File: src/rtl/lec_pkg.sv
package lec_pkg;
  typedef enum logic [1:0] {
    ST_IDLE   = 2'd0,
    ST_SPEC   = 2'd1,
    ST_REPLAY = 2'd2
  } lec_state_e;
endpackage

File: src/rtl/lec_nest.sv
module lec_nest #(
  parameter int NEST_W = 2
) (
  input  logic clk_i,
  input  logic rst_ni,
  input  logic clr_i,
  input  logic inc_i,
  input  logic dec_i,
  output logic zero_o,
  output logic full_o
);
  localparam logic [NEST_W-1:0] MaxDepth = {NEST_W{1'b1}};

  logic [NEST_W-1:0] depth_q;

  always_ff @(posedge clk_i or negedge rst_ni) begin
    if (!rst_ni)    depth_q <= '0;
    else if (clr_i) depth_q <= '0;
    else if (inc_i) depth_q <= depth_q + 1'b1;
    else if (dec_i) depth_q <= depth_q - 1'b1;
  end

  assign zero_o = (depth_q == '0);
  assign full_o = (depth_q == MaxDepth);
endmodule

File: src/rtl/lec_lock_reg.sv
module lec_lock_reg #(
  parameter int AW = 16
) (
  input  logic          clk_i,
  input  logic          rst_ni,
  input  logic          load_i,
  input  logic [AW-1:0] addr_i,
  input  logic [AW-1:0] cmp_a_i,
  input  logic [AW-1:0] cmp_b_i,
  output logic [AW-1:0] lock_o,
  output logic          hit_a_o,
  output logic          hit_b_o
);
  logic [AW-1:0] lock_q;

  always_ff @(posedge clk_i or negedge rst_ni) begin
    if (!rst_ni)     lock_q <= '0;
    else if (load_i) lock_q <= addr_i;
  end

  assign lock_o  = lock_q;
  assign hit_a_o = (cmp_a_i == lock_q);
  assign hit_b_o = (cmp_b_i == lock_q);
endmodule

File: src/rtl/lock_elide_ctrl.sv
module lock_elide_ctrl
  import lec_pkg::*;
#(
  parameter int AW     = 16,
  parameter int NEST_W = 2
) (
  input  logic          clk_i,
  input  logic          rst_ni,
  input  logic          op_valid_i,
  input  logic          op_is_rel_i,
  input  logic          op_elide_i,
  input  logic [AW-1:0] op_addr_i,
  input  logic          abort_i,
  input  logic          rmt_wr_valid_i,
  input  logic [AW-1:0] rmt_wr_addr_i,
  output logic          store_suppress_o,
  output logic          rdset_ins_o,
  output logic [AW-1:0] rdset_addr_o,
  output logic          commit_o,
  output logic          abort_o,
  output logic          retry_plain_o
);
  lec_state_e    state_q, state_d;
  logic          acq, rel, in_spec, in_replay;
  logic          start, fail, fin, replay_done;
  logic          op_hit, rmt_hit, nest_zero, nest_full;
  logic          commit_q, abort_q;
  logic [AW-1:0] lock_addr;

  assign acq       = op_valid_i & ~op_is_rel_i;
  assign rel       = op_valid_i & op_is_rel_i;
  assign in_spec   = (state_q == ST_SPEC);
  assign in_replay = (state_q == ST_REPLAY);

  lec_lock_reg #(.AW(AW)) u_lock (
    .clk_i   (clk_i),
    .rst_ni  (rst_ni),
    .load_i  (start),
    .addr_i  (op_addr_i),
    .cmp_a_i (op_addr_i),
    .cmp_b_i (rmt_wr_addr_i),
    .lock_o  (lock_addr),
    .hit_a_o (op_hit),
    .hit_b_o (rmt_hit)
  );

  lec_nest #(.NEST_W(NEST_W)) u_nest (
    .clk_i  (clk_i),
    .rst_ni (rst_ni),
    .clr_i  (start),
    .inc_i  (in_spec & ~fail & acq),
    .dec_i  (in_spec & ~fail & rel & ~nest_zero),
    .zero_o (nest_zero),
    .full_o (nest_full)
  );

  // only the outermost lock is elided
  assign start = (state_q == ST_IDLE) & acq & op_elide_i;

  // abort causes outrank a committing release
  assign fail = in_spec & (abort_i
                         | (rmt_wr_valid_i & rmt_hit)
                         | (acq & nest_full)
                         | (rel & nest_zero & ~(op_elide_i & op_hit)));

  assign fin         = in_spec & ~fail & rel & nest_zero;
  assign replay_done = in_replay & rel & op_hit;

  always_comb begin
    state_d = state_q;
    unique case (state_q)
      ST_IDLE:   if (start)       state_d = ST_SPEC;
      ST_SPEC:   if (fail)        state_d = ST_REPLAY;
                 else if (fin)    state_d = ST_IDLE;
      ST_REPLAY: if (replay_done) state_d = ST_IDLE;
      default:                    state_d = ST_IDLE;
    endcase
  end

  always_ff @(posedge clk_i or negedge rst_ni) begin
    if (!rst_ni) begin
      state_q  <= ST_IDLE;
      commit_q <= 1'b0;
      abort_q  <= 1'b0;
    end else begin
      state_q  <= state_d;
      commit_q <= fin;
      abort_q  <= fail;
    end
  end

  assign store_suppress_o = start | fin;
  assign rdset_ins_o      = start;
  assign rdset_addr_o     = op_addr_i;
  assign commit_o         = commit_q;
  assign abort_o          = abort_q;
  assign retry_plain_o    = in_replay;
endmodule

File: config.mk
export PLATFORM = sky130hd
export DESIGN_NAME = lock_elide_ctrl
export DESIGN_NICKNAME = d
export VERILOG_FILES = /design/src/rtl/lec_pkg.sv /design/src/rtl/lec_nest.sv /design/src/rtl/lec_lock_reg.sv /design/src/rtl/lock_elide_ctrl.sv
export SDC_FILE = /design/constraint.sdc
export NUM_CORES = 1
export LEC_CHECK = 0
export BUFFER_PORTS_ARGS = -buffer_cell sky130_fd_sc_hd__buf_4
export CAP_MARGIN = 20
export CORE_MARGIN = 2
export CORE_UTILIZATION = 30
export DETAILED_ROUTE_END_ITERATION = 8
export PLACE_DENSITY_LB_ADDON = 0.25
export SLEW_MARGIN = 30
export SYNTH_ARGS = -nofsm -noshare
export SYNTH_HDL_FRONTEND = slang
export SYNTH_SLANG_ARGS = --single-unit
File: constraint.sdc
create_clock -name clk_i -period 2.2 [get_ports clk_i]
set_input_delay 0.33 -clock clk_i [delete_from_list [all_inputs] [get_ports clk_i]]
set_output_delay 0.33 -clock clk_i [all_outputs]
set_load 0.1 [all_outputs]
==> results by group <==
Layout
  – Layout area overhead: 42.34%
  – Reg area: 550.5 um2
  – Post-layout util: 0.4453
  – Layout cells sized above 1: 0.5654
  – ANT cells: 0
  – Multi-input gate area: 862.1 um2
  – Finished Cell Area: 2103 um2
  – Commonest cells after routing, fill and taps aside: 67 x buf_4, 22 x dfrtp_1, 16 x xnor2_1, 16 x mux2_2, 10 x xor2_1
  – Most common cell after layout, fill and taps aside: buf_4
  – Filler cell count: 455
  – Final nets: 231

Synthesis
  – Synth Register Bits: 22
  – Synth cell types: 34
  – Mapped Cells: 136
  – Synthesized area: 1478 um2
  – Sequential share of the synthesized area: 0.3726
  – Cell accounting for the most synthesized area: dfrtp_1
  – Post-synth top area share: 0.3726
  – Syn_area_per_cell: 10.87 um2
  – Ranking of synthesized cells by area: dfrtp_1 37%, mux2_2 12%, xnor2_1 10%, xor2_1 8.9%, buf_4 8.1%
  – Ys Warns: 0
  – Post-Syn Nets: 175

Placement
  – Detailed placement HPWL: 2732 um
  – PortBufs: 59
  – Dpl cell area: 1953 um2
  – Placer's final routability congestion estimate: 0.7594

STA
  – Final worst setup slack: -165.4 ps
  – Worst slew margin relative to its limit: 0.7936
  – Worst Tran Pin Value: 309.5 ps
  – Period minus WS final: 2365 ps
  – RSZ-0062 raised after global routing: true
  – Hold Vio Cnt, Final: 0
  – Clock skew: 6.892 ps
  – Max Fclk: 0.4228 GHz
  – Final count of negative-setup-slack endpoints: 1
  – Slew Limit Fails: 0
  – Hold_ws: 317.3 ps
  – Final period utilization: 1.075

Route
  – Pre-Repair DR Iteration Count: 4
  – Wirelength per Cell: 12.97 um
  – DR vias/cell: 4.492
  – ANT nets after route: 0
  – Via Count: 1159
  – # DRC: 0
  – Initial DRC count: 39
  – Final WL: 3347 um

Flow run
  – Max cap viols: 0

Pwr
  – Design Power: 1.103 mW
  – Net Sw Frac: 0.3056
  – Switch Pwr: 0.3370 mW
  – Clock group share of total power: 0.345
  – P_int: 0.7656 mW
  – Register share of total power: 0.383
  – Leak: 0.9911 nW
  – Max VDD drop: 284.9 uV
  – PD cells: 524.3 nW/um2
  – Combinational Power Share: 0.272

Global route
  – First-pass GRT wire length: 5464 um
  – Global route overflow: 0
  – Vias in the first global route: 1192
  – GRT Resource Usage Total: 0.1301
  – Largest net degree at the start of global routing: 23
  – Initial antenna violation count: 0

Setup path
  – Critical path origin: u_lock.lock_o[3]$_DFFE_PN0P_
  – R2r startpoint: u_lock.lock_o[15]$_DFFE_PN0P_
  – Crit. End Element: output port
  – Req. time, crit path: 1870 ps
  – Setup crit start kind: register
  – WP data arrival: 2040 ps
  – Crit Path Category: register to output port
  – Critical Path Fanout Max: 3

Clock network
  – Clock root cell: clkbuf_8
  – Sink Count: 22
  – Clk_lat worst skew: 260 ps
  – H-tree levels: 1
  – Clock Path Buffers: 2
  – TritonCTS buffer count: 3
  – CTS tree: done
  – CTS clock-pin slew for the worst setup and hold paths: 90 ps

Status
  – Failing checks: setup timing
  – Status: finished with violations

Hold path
  – Hold WC Path Type: input port to register
  – Hold Path Origin: op_addr_i[7]

Floorplanning
  – Starting Density: 0.3128
  – Row cnt: 25
  – Die Ht: 74.18 um
  – Area of the core: 4723 um2
  – Width of the chip: 74.18 um
  – I/O pin total: 60
  – DIE AREA: 5503 um2
[repair_timing]
action / CTS / global route
gates resized for setup: 4 / 7
endpoints found under the setup margin: 1 / 1
hold buffers: 1 / 0
pin swaps: 9 / 5
setup buffers: 0 / 0
hold endpoints to repair: 22 / 0
[per-layer routing]
layer | up-vias | GRT usage | share of wire
met1 | 542 | 0.1759 | 0.46
met2 | 52 | 0.2143 | 0.46
li1 | 563 | - | -
met4 | 0 | 0.02424 | 0.0039
met3 | 2 | 0.03117 | 0.068
met5 | - | 0 | 0
[critical path, stage by stage (launching register included)]
cell     delay, ps
dfrtp_1        420
xor2_1         160
nor3_1          90
and3_1         190
a41oi_2        170
nand2_2        110
o41ai_4        360
buf_6          270
[cell families (layout without fill, tap and decap cells)]
kind of cell | count (synthesis) | in the layout | share of synthesized area
simple gates | 33 | 33 | 0.1389
xor+xnor | 32 | 32 | 0.1897
flops | 22 | 22 | 0.3726
buf+inv | 21 | 76 | 0.09568
mux | 17 | 17 | 0.1287
compound gates | 11 | 11 | 0.07452
[Yosys cell counts (all sizes together)]
| cell type | number |
|---|---|
| dfrtp | 22 |
| buf | 18 |
| xnor2 | 17 |
| mux2 | 16 |
| xor2 | 15 |
| nand4 | 5 |
| nor2 | 5 |
| nor4 | 5 |
| nand2b | 4 |
| inv | 3 |
| nand2 | 3 |
| nor3 | 3 |
| a21oi | 2 |
| and3 | 2 |
| nand3 | 2 |
| o21ai | 2 |
| a211o | 1 |
| a211oi | 1 |
| a31o | 1 |
| a31oi | 1 |
| a41oi | 1 |
| mux2i | 1 |
| nor2b | 1 |
| nor3b | 1 |
| o211ai | 1 |
| o41ai | 1 |
| or2 | 1 |
| or3 | 1 |
[cell type report]
class | instances | share of cell area
inverter | 3 | 0.005354
clock buffer | 3 | 0.01963
timing repair buffer | 69 | 0.2493
clock inverter | 1 | 0.01428
multi-input combinational | 93 | 0.4099
sequential | 22 | 0.2617
tap | 67 | 0.03986
[state kept, by name, indices dropped and copies added (netlist names)]
| register | cells |
|---|---|
| u_lock.lock_o | 16 |
| commit_o | 1 |
| u_nest.depth_q | 2 |
| state_q | 2 |
| abort_o | 1 |
[metrics by stage]
stage	setup slack, ps	cells	setup TNS (ps)
after floorplan	-457.5	136	-457.5
after global routing	-290.1	258	-290.1
after detailed placement	-60.62	253	-60.62
final	-165.4	258	-165.4
after CTS	-194.0	258	-194.0
after global placement	-53.86	253	-53.86
[path summary, 6_finish.rpt]
check                      depth (start not counted)  slack (ps)                           end
max                                                7        -170              store_suppress_o
min                                                2         320  u_lock.lock_o[7]$_DFFE_PN0P_
max reg2reg                                        7         420        state_q[1]$_DFFE_PN0P_
min reg2reg                                        1         580  u_lock.lock_o[1]$_DFFE_PN0P_
max in group asynchronous                          2        1480  u_lock.lock_o[2]$_DFFE_PN0P_
min in group asynchronous                          2         480            commit_o$_DFF_PN0_
[power groups by stage]
stage | logic (mW) | registers [mW] | clock network [mW]
floorplan | 0.199 | 0.429 | 0
global placement | 0.291 | 0.430 | 0
detailed placement | 0.292 | 0.430 | 0
CTS | 0.297 | 0.422 | 0.391
global route | 0.316 | 0.425 | 0.414
finish | 0.300 | 0.423 | 0.380
Note: power is estimated with default switching activity, not from simulation.
